<file path="src/rtl/addimm_pkg.sv">
package addimm_pkg;
  localparam int unsigned STAT_W    = 32;
  localparam int unsigned POS_ZERO  = 0;
  localparam int unsigned POS_NEG   = 1;
  localparam int unsigned POS_CMIR  = 5;
  localparam int unsigned POS_CARRY = 12;
  localparam int unsigned POS_OVF   = 24;
  localparam int unsigned POS_OMIR  = 25;
  localparam int unsigned POS_STKY  = 26;

  localparam logic [STAT_W-1:0] STAT_MASK =
    (STAT_W'(1) << POS_ZERO) | (STAT_W'(1) << POS_NEG) |
    (STAT_W'(1) << POS_CMIR) | (STAT_W'(1) << POS_CARRY) |
    (STAT_W'(1) << POS_OVF)  | (STAT_W'(1) << POS_OMIR) |
    (STAT_W'(1) << POS_STKY);

  typedef struct packed {
    logic zero;
    logic neg;
    logic carry;
    logic ovf;
  } alu_flags_t;
endpackage

</file>
<file path="src/rtl/addimm_flag_calc.sv">
module addimm_flag_calc
  import addimm_pkg::*;
#(
  parameter int unsigned DATA_W = 32,
  parameter int unsigned IMM_W  = 7
) (
  input  logic [DATA_W-1:0] opnd,
  input  logic [IMM_W-1:0]  imm,
  output logic [DATA_W-1:0] sum,
  output alu_flags_t        flags
);
  localparam int unsigned EXT_W = DATA_W - IMM_W;

  logic [DATA_W-1:0] imm_ext;
  logic [DATA_W:0]   wide;

  always_comb begin
    imm_ext     = {{EXT_W{imm[IMM_W-1]}}, imm};
    wide        = {1'b0, opnd} + {1'b0, imm_ext};
    sum         = wide[DATA_W-1:0];
    flags.zero  = (sum == '0);
    flags.neg   = sum[DATA_W-1];
    flags.carry = wide[DATA_W];
    flags.ovf   = (opnd[DATA_W-1] == imm_ext[DATA_W-1]) &&
                  (sum[DATA_W-1] != opnd[DATA_W-1]);
  end
endmodule

</file>
<file path="src/rtl/addimm_regfile.sv">
module addimm_regfile #(
  parameter int unsigned NREG   = 8,
  parameter int unsigned DATA_W = 32,
  localparam int unsigned IDX_W = $clog2(NREG)
) (
  input  logic              clk,
  input  logic              rst,
  input  logic              add_we,
  input  logic [IDX_W-1:0]  add_idx,
  input  logic [DATA_W-1:0] add_data,
  input  logic              ld_we,
  input  logic [IDX_W-1:0]  ld_idx,
  input  logic [DATA_W-1:0] ld_data,
  input  logic [IDX_W-1:0]  rda_idx,
  output logic [DATA_W-1:0] rda_data,
  input  logic [IDX_W-1:0]  rdb_idx,
  output logic [DATA_W-1:0] rdb_data
);
  logic [DATA_W-1:0] regs [NREG];

  for (genvar g = 0; g < NREG; g++) begin : g_reg
    always_ff @(posedge clk) begin
      if (rst)
        regs[g] <= '0;
      else if (add_we && add_idx == IDX_W'(g))
        regs[g] <= add_data;
      else if (ld_we && ld_idx == IDX_W'(g))
        regs[g] <= ld_data;
    end
  end

  assign rda_data = regs[rda_idx];
  assign rdb_data = regs[rdb_idx];
endmodule

</file>
<file path="src/rtl/addimm_status_reg.sv">
module addimm_status_reg
  import addimm_pkg::*;
(
  input  logic              clk,
  input  logic              rst,
  input  logic              wr_en,
  input  logic [STAT_W-1:0] wr_data,
  input  logic              upd_en,
  input  alu_flags_t        flags,
  output logic [STAT_W-1:0] q
);
  logic [STAT_W-1:0] upd_val;

  always_comb begin
    upd_val            = '0;
    upd_val[POS_ZERO]  = flags.zero;
    upd_val[POS_NEG]   = flags.neg;
    upd_val[POS_CARRY] = flags.carry;
    upd_val[POS_CMIR]  = flags.carry;
    upd_val[POS_OVF]   = flags.ovf;
    upd_val[POS_OMIR]  = flags.ovf;
    upd_val[POS_STKY]  = flags.ovf | q[POS_STKY];
  end

  always_ff @(posedge clk) begin
    if (rst)
      q <= '0;
    else if (wr_en)
      q <= wr_data & STAT_MASK;
    else if (upd_en)
      q <= upd_val;
  end
endmodule

</file>
<file path="src/rtl/addimm_unit.sv">
module addimm_unit
  import addimm_pkg::*;
#(
  parameter int unsigned NREG   = 8,
  parameter int unsigned DATA_W = 32,
  parameter int unsigned IMM_W  = 7,
  localparam int unsigned IDX_W = $clog2(NREG)
) (
  input  logic              clk,
  input  logic              rst,
  input  logic              in_valid,
  output logic              in_ready,
  input  logic [IDX_W-1:0]  in_idx,
  input  logic [IMM_W-1:0]  in_imm,
  output logic              res_valid,
  output logic [IDX_W-1:0]  res_idx,
  output logic [DATA_W-1:0] res_data,
  input  logic              ld_en,
  input  logic [IDX_W-1:0]  ld_idx,
  input  logic [DATA_W-1:0] ld_data,
  input  logic [IDX_W-1:0]  rd_idx,
  output logic [DATA_W-1:0] rd_data,
  input  logic              stat_wr_en,
  input  logic [STAT_W-1:0] stat_wdata,
  output logic [STAT_W-1:0] stat_rdata
);
  logic              fire;
  logic [DATA_W-1:0] opnd;
  logic [DATA_W-1:0] sum;
  alu_flags_t        flags;

  assign in_ready = ~rst;
  assign fire     = in_valid & in_ready;

  addimm_regfile #(.NREG(NREG), .DATA_W(DATA_W)) u_rf (
    .clk      (clk),
    .rst      (rst),
    .add_we   (fire),
    .add_idx  (in_idx),
    .add_data (sum),
    .ld_we    (ld_en),
    .ld_idx   (ld_idx),
    .ld_data  (ld_data),
    .rda_idx  (in_idx),
    .rda_data (opnd),
    .rdb_idx  (rd_idx),
    .rdb_data (rd_data)
  );

  addimm_flag_calc #(.DATA_W(DATA_W), .IMM_W(IMM_W)) u_calc (
    .opnd  (opnd),
    .imm   (in_imm),
    .sum   (sum),
    .flags (flags)
  );

  addimm_status_reg u_stat (
    .clk     (clk),
    .rst     (rst),
    .wr_en   (stat_wr_en),
    .wr_data (stat_wdata),
    .upd_en  (fire),
    .flags   (flags),
    .q       (stat_rdata)
  );

  always_ff @(posedge clk) begin
    if (rst) begin
      res_valid <= 1'b0;
      res_idx   <= '0;
      res_data  <= '0;
    end else begin
      res_valid <= fire;
      if (fire) begin
        res_idx  <= in_idx;
        res_data <= sum;
      end
    end
  end
endmodule

</file>
<file path="config.mk">
export PLATFORM = sky130hd
export DESIGN_NAME = addimm_unit
export DESIGN_NICKNAME = d
export VERILOG_FILES = /design/src/rtl/addimm_pkg.sv /design/src/rtl/addimm_flag_calc.sv /design/src/rtl/addimm_regfile.sv /design/src/rtl/addimm_status_reg.sv /design/src/rtl/addimm_unit.sv
export SDC_FILE = /design/constraint.sdc
export NUM_CORES = 1
export LEC_CHECK = 0
export ABC_AREA = 0
export BUFFER_PORTS_ARGS = -buffer_cell sky130_fd_sc_hd__clkbuf_2
export CORE_MARGIN = 10
export CORE_UTILIZATION = 54
export CTS_CLUSTER_DIAMETER = 200
export DETAILED_ROUTE_END_ITERATION = 7
export GPL_TIMING_DRIVEN = 0
export PLACE_DENSITY = 0.77
export SYNTH_ARGS = -nofsm -noshare
export SYNTH_HDL_FRONTEND = slang
export SYNTH_SLANG_ARGS = --single-unit
</file>
<file path="constraint.sdc">
create_clock -name clk -period 4.9 [get_ports clk]
set_input_delay 0 -clock clk [delete_from_list [all_inputs] [get_ports clk]]
set_output_delay 0 -clock clk [all_outputs]
set_load 0.05 [all_outputs]
</file>
==> impl_metrics.yaml, run 1 <==
run_status:
  status: "complete, but fails checks"
  violations: "max-capacitance violations, max-slew violations"
sta:
  min_period_ns: 4.76
  fmax_mhz: 210
  setup_tns_ns: 0
  slew_headroom: -0.154
  hold_viol_final: 0
  worstMarginPinSlew_ns: 1.72
  fin_crit_sh: 0.972
  slew_viol_final: 12
  setup_ws_ns: 0.136
  fin_worst_skew_ns: 0.0311
  setup_viol: 0
  rsz0062_at_grt: "false"
detailed_routing:
  drc: 0
  wl_per_cell_um: 28.5
  vias_per_cell: 6.97
  first_pass_iters: 7
  wirelength_um: 60100
  postRouteAntennaNets: 0
  num_vias: 14700
  drt_iter0_drc: 1938
clocking:
  cts_buffers: 34
  clock_sinks: 299
  clock_latency_ns: 0.53
  cts.clk_slew.worst_paths_ns: 0.06
  cts-root-buf: "clkbuf_16"
  cts_buffer_depth: 3
  h-tree-depth: 2
  cts_tree: "yes"
power_and_ir_drop:
  vdd_ir_drop_max_uv: 340
  p_leak_nw: 7.98
  power_density_nw_per_um2: 370
placement:
  placed_cells: 2034
  gp_congestion: 0.966
  place_ws_ns: -1.37
  hpwlAfterDp_um: 43400
  port_buffers: 99
global_routing:
  grt.overflow.total: 0
  met1_usage: 0.367
  met3_usage: 0.0861
  grt_max_degree: 27
  gr-usage-all-layers: 0.283
  grt_pass1_vias: 14600
  grt_pass1_wl_um: 89400
  grt.met2_usage: 0.444
  top_usage_layer: "met2"
  antenna_found_initial: 1
setup_path:
  worstReg2RegStart: "u_rf.regs[7][0]"
  r2r-end: "u_stat.q[0]"
  path_max_fanout: 10
  worst_path_largest_cell_delay_ns: 0.47
  cp-start-kind: "flip-flop"
  worst-r2r-setup-slack_ns: 0.14
  cp_slowest_cell: "mux4_2"
  crit_end: "u_stat.q[0]"
  end_kind: "flip-flop"
  ff2ff_path_depth: 13
  worstPathCellList: "mux4_2 -> mux2_2 -> ha_1 -> fa_1 -> a21o_1 -> a221oi_4 -> xnor2_1 -> a2111oi_1 -> nor4bb_1 -> nand4b_1 -> nor4b_1 -> and4_1 -> a31o_1"
  worstPathRequired_ns: 5.36
  path_class: "flip-flop to flip-flop"
  cp-startpoint: "u_rf.regs[7][0]"
  cp.arrival_ns: 5.23
final_layout:
  nets: 1754
  area_growth_pct: 15.5
  utilization: 0.632
  finalNonFillerCells: 2110
  drive_gt1_frac: 0.268
logic_synthesis:
  synth_seq_cells: 299
  syn_area_per_cell_um2: 12.7
  yosys_most_used_dff: "edfxtp_1"
  yosysMostFrequentCell: "edfxtp_1"
  syn_inst: 1435
  ys_seq_area_frac: 0.467
  synth_top_area_share: 0.420
  synth_top_cells_by_count: "256 x edfxtp_1, 216 x a22o_1, 128 x mux4_2"
  synth_edf_count: 256
  synth_area_um2: 18300
  synth_cell_types: 74
  synth_area_leaders: "edfxtp_1 42%, mux4_2 16%, a22o_1 10%"
  async_flop_share: 0
  synth_top_cell_by_area: "edfxtp_1"
  ys_warn_count: 0
hold_path:
  hp-class: "primary input to flip-flop"
  min_from: "ld_data[6]"
floorplanning:
  initial_core_util: 0.547
  die_x_um: 204
  die_area_um2: 41600
  fp-row-count: 67
  die_h_um: 204
  core_um2: 33400
  ios: 186
job:
  cap_viol_max_count: 2
[routing by layer]
metal	vias up	wire length [um]
met5	-	0
met4	0	2390
met3	233	8180
met2	1129	27300
met1	7179	22200
li1	6161	-
[where the power goes]
group | switching, mW | leakage [nW] | internal, mW
clock network | 1.04 | 0.555 | 1.60
logic | 1.43 | 4.39 | 0.696
registers | 0.0892 | 3.03 | 2.96
total | 2.56 | 7.98 | 5.25
[cells by family (layout without fill, tap and decap cells)]
logic type,after synthesis,count (layout),share of synthesized area
buffers and inverters,193,395,0.0453
xor gates and xnor gates,17,17,0.00855
and+or+nand+nor,250,250,0.0648
AOI/OAI and AO/OA,421,421,0.178
adders and majority gates,33,33,0.0230
other,1,26,0.000205
muxes,221,221,0.213
DFF,299,299,0.467
[layout make-up]
cell class / instances / area [um2]
Sequential cell: 299 / 8550
Antenna cell: 1 / 2.50
Tap cell: 448 / 561
Multi-Input combinational cell: 967 / 9110
Timing Repair Buffer: 143 / 906
Buffer: 171 / 778
Fill cell: 2501 / 12300
Clock inverter: 15 / 178
Clock buffer: 46 / 967
Inverter: 20 / 75.1
[layout by cell type, fill, tap and decap left out, types with 5 or more instances in the layout]
master and n:
nor3b_1 5, nand2b_1 8, nand4_1 9, nand2_1 77, a21o_1 15, o211ai_1 12, o21bai_1 8, mux2i_1 29
clkbuf_1 91, nand3_1 12, a211oi_1 10, nor2_1 76, o21ai_0 65, buf_1 45, clkbuf_2 105, conb_1 25
buf_4 52, ha_1 32, and3_1 5, mux4_2 128, clkinv_1 5, a21oi_1 41, dlygate4sd3_1 13, xnor2_1 6
nor4_1 8, dfxtp_1 43, clkbuf_16 35, clkbuf_8 5, mux2_2 64, a22o_1 216, inv_1 20, edfxtp_1 256
nor3_1 17
[worst min path at each step]
stage	endpoint	slack, ns	cells after the start
after CTS	u_rf.regs[4][6]	0.002	2
after detailed placement	u_stat.q[1]	0.27	3
after floorplan	u_stat.q[1]	0.16	2
after global placement	u_stat.q[1]	0.25	3
final	u_rf.regs[4][6]	0.02	2
after global routing	res_valid	0.03	3
[flip-flops by register name, indices dropped and copies added, names as in the netlist]
signal,flops
u_stat.q,7
u_rf.regs,256
res_idx,3
res_data,32
res_valid,1
[worst max-delay path, delay by kind of cell, from the launching register on]
family | cells | cell delay, ns
and+or+nand+nor | 4 | 1.30
AOI/OAI and AO/OA | 4 | 1.24
adders and majority gates | 2 | 0.67
DFF | 1 | 0.39
muxes | 2 | 0.76
xor gates and xnor gates | 1 | 0.32
[through the flow]
stage / hold WS (ns) / area (um2) / total power, mW
after floorplan: 0.156 / 18400 / 4.55
after global placement: 0.251 / 19400 / 5.06
after detailed placement: 0.270 / 19700 / 5.12
after CTS: 0.00199 / 21100 / 7.74
after global routing: 0.0334 / 21100 / 8.06
final: 0.0166 / 21100 / 7.81
[timing repair]
item	CTS	global route
endpoints found under the setup margin	151	10
gates resized for setup	26	11
hold endpoints to repair	44	0
buffers inserted	1	1
pin swaps	1	1
hold buffers	13	0
(Power assumes the default switching activity.)
==> run 2, diff against run 1 <==
CORE_ASPECT_RATIO = 1.5   (was default)
==> run 2 against run 1 <==
The flow still finishes with violations (max-capacitance violations, max-slew violations). Clock skew up 0.0026 ns. Worst setup slack worse by 0.056 ns. Clock power down 5%. Sequential cell count unchanged. Global-route usage up 2.5 points. Critical path type unchanged. Highest routed layer unchanged.
==> impl_metrics.yaml, run 2 (synthesized netlist as in run 1, its figures left out) <==
detailed_routing:
  wirelength_um: 65300
  vias_per_cell: 7.10
  drc: 0
  num_vias: 15000
  wl_per_cell_um: 31.0
  drt_iter0_drc: 1986
  postRouteAntennaNets: 0
  first_pass_iters: 8
sta:
  fin_worst_skew_ns: 0.0337
  slew_viol_final: 6
  hold_ws_ns: 0.0200
  fmax_mhz: 207
  fin_crit_sh: 0.984
  hold_viol_final: 0
  worstMarginPinSlew_ns: 1.52
  rsz0062_at_grt: "false"
  setup_viol: 0
  setup_tns_ns: 0
  min_period_ns: 4.82
  slew_headroom: -0.0218
  setup_ws_ns: 0.0792
final_layout:
  top_regs: "u_rf.regs (256), res_data (32), u_stat.q (7)"
  layout_commonest_cell: "edfxtp_1"
  utilization: 0.637
  final_cell_mix: "256 x edfxtp_1, 216 x a22o_1, 128 x mux4_2"
  antenna_cells: 0
  largest_register_ffs: 256
  drive_gt1_frac: 0.266
  nets: 1781
  fillers: 2537
  area_growth_pct: 16.4
  top_register: "u_rf.regs"
clocking:
  post_cts_buffers: 0
  clock_latency_ns: 0.60
  clock_sinks: 299
  cts_buffers: 30
  cts.clk_slew.worst_paths_ns: 0.07
  h-tree-depth: 1
  cts_buffer_depth: 3
  cts-root-buf: "clkbuf_16"
  cts_tree: "yes"
setup_path:
  path_max_fanout: 10
  worstPathCellList: "mux4_2 -> mux2_2 -> ha_1 -> fa_1 -> a21o_1 -> a221oi_4 -> o21ai_0 -> xor2_1 -> nor4bb_2 -> nand4b_1 -> nor4b_1 -> and4_1 -> a31o_1"
  end_kind: "flip-flop"
  worst_path_largest_cell_delay_ns: 0.48
  cp_slowest_cell: "mux4_2"
  cp.arrival_ns: 5.35
  worstPathRequired_ns: 5.42
  cp-start-kind: "flip-flop"
  path_class: "flip-flop to flip-flop"
hold_path:
  hp-class: "primary input to flip-flop"
power_and_ir_drop:
  power_density_nw_per_um2: 364
  vdd_ir_drop_max_uv: 289
  p_leak_nw: 8.07
  finalPower_mw: 7.74
placement:
  port_buffers: 99
  hpwlAfterDp_um: 46600
  gp_congestion: 0.999
  place_ws_ns: -1.37
floorplanning:
  ios: 186
  core_um2: 33400
  fp-row-count: 82
  die_h_um: 245
  die_area_um2: 41800
  die_x_um: 170
  initial_core_util: 0.547
job:
  cap_viol_max_count: 1
global_routing:
  grt_pass1_wl_um: 95900
  antenna_found_initial: 0
  gr-usage-all-layers: 0.308
  grt.overflow.total: 0
  grt_max_degree: 27
  grt_pass1_vias: 15300
run_status:
  status: "complete, but fails checks"
  violations: "max-capacitance violations, max-slew violations"
-- run 2: cell types whose count changed in the layout (fill, tap and decap cells not counted), sizes merged --
cell	previous run	this run
clkbuf	238	234
diode	1	0
inv	21	23
buf	107	109
clkinv	8	7
dlygate4sd3	13	41
clkdlybuf4s15	2	1
-- run 2: critical path, delay by kind of cell, from the launching register on --
family	cells	cell delay (ns)
AOI/OAI and AO/OA	4	1.10
xor gates and xnor gates	1	0.34
adders and majority gates	2	0.74
DFF	1	0.40
muxes	2	0.76
and+or+nand+nor	4	1.41
-- run 2: what timing repair did --
item | 4_1_cts | 5_1_grt
pin swaps | 0 | 0
hold endpoints to repair | 194 | 0
setup endpoints to repair | 145 | 27
resized for setup | 25 | 12
hold buffers | 41 | 0
-- run 2: worst paths after layout --
| kind | endpoint | cells after the start | start | slack, ns |
|---|---|---|---|---|
| setup / recovery | u_stat.q[0] | 13 | u_rf.regs[3][0] | 0.08 |
| hold / removal | u_rf.regs[1][13] | 2 | ld_data[13] | 0.02 |
| setup reg to reg | u_stat.q[0] | 13 | u_rf.regs[3][0] | 0.08 |
| hold reg to reg | res_data[31] | 2 | res_data[31] | 0.47 |
-- run 2: report_power, final --
part	internal [mW]	switching (mW)	leakage, nW
clock network	1.45	1.07	0.514
logic	0.711	1.46	4.53
registers	2.96	0.0900	3.03
total	5.12	2.62	8.07
-- run 2: cell type report --
type	count	area, um2	share of cell area
buffer	171	771	0.0362
clock buffer	40	862	0.0405
clock inverter	16	191	0.00899
inverter	20	75.1	0.00352
multi-input combinational	967	9120	0.428
sequential	299	8550	0.401
tap	420	526	0.0247
timing repair buffer	174	1210	0.0568
-- run 2: through the flow --
step / area, um2 / std cells
after detailed placement: 19700 / 2012
after floorplan: 18400 / 1459
final: 21300 / 2107
after global placement: 19400 / 1978
after global routing: 21300 / 2107
after CTS: 21200 / 2107
-- run 2: metal layers --
layer	part of all wire	vias to the layer above	track usage
li1	-	6198	-
met1	0.34	7335	0.347
met2	0.49	1111	0.516
met3	0.11	316	0.0681
met4	0.072	0	0.199
met5	0	-	0
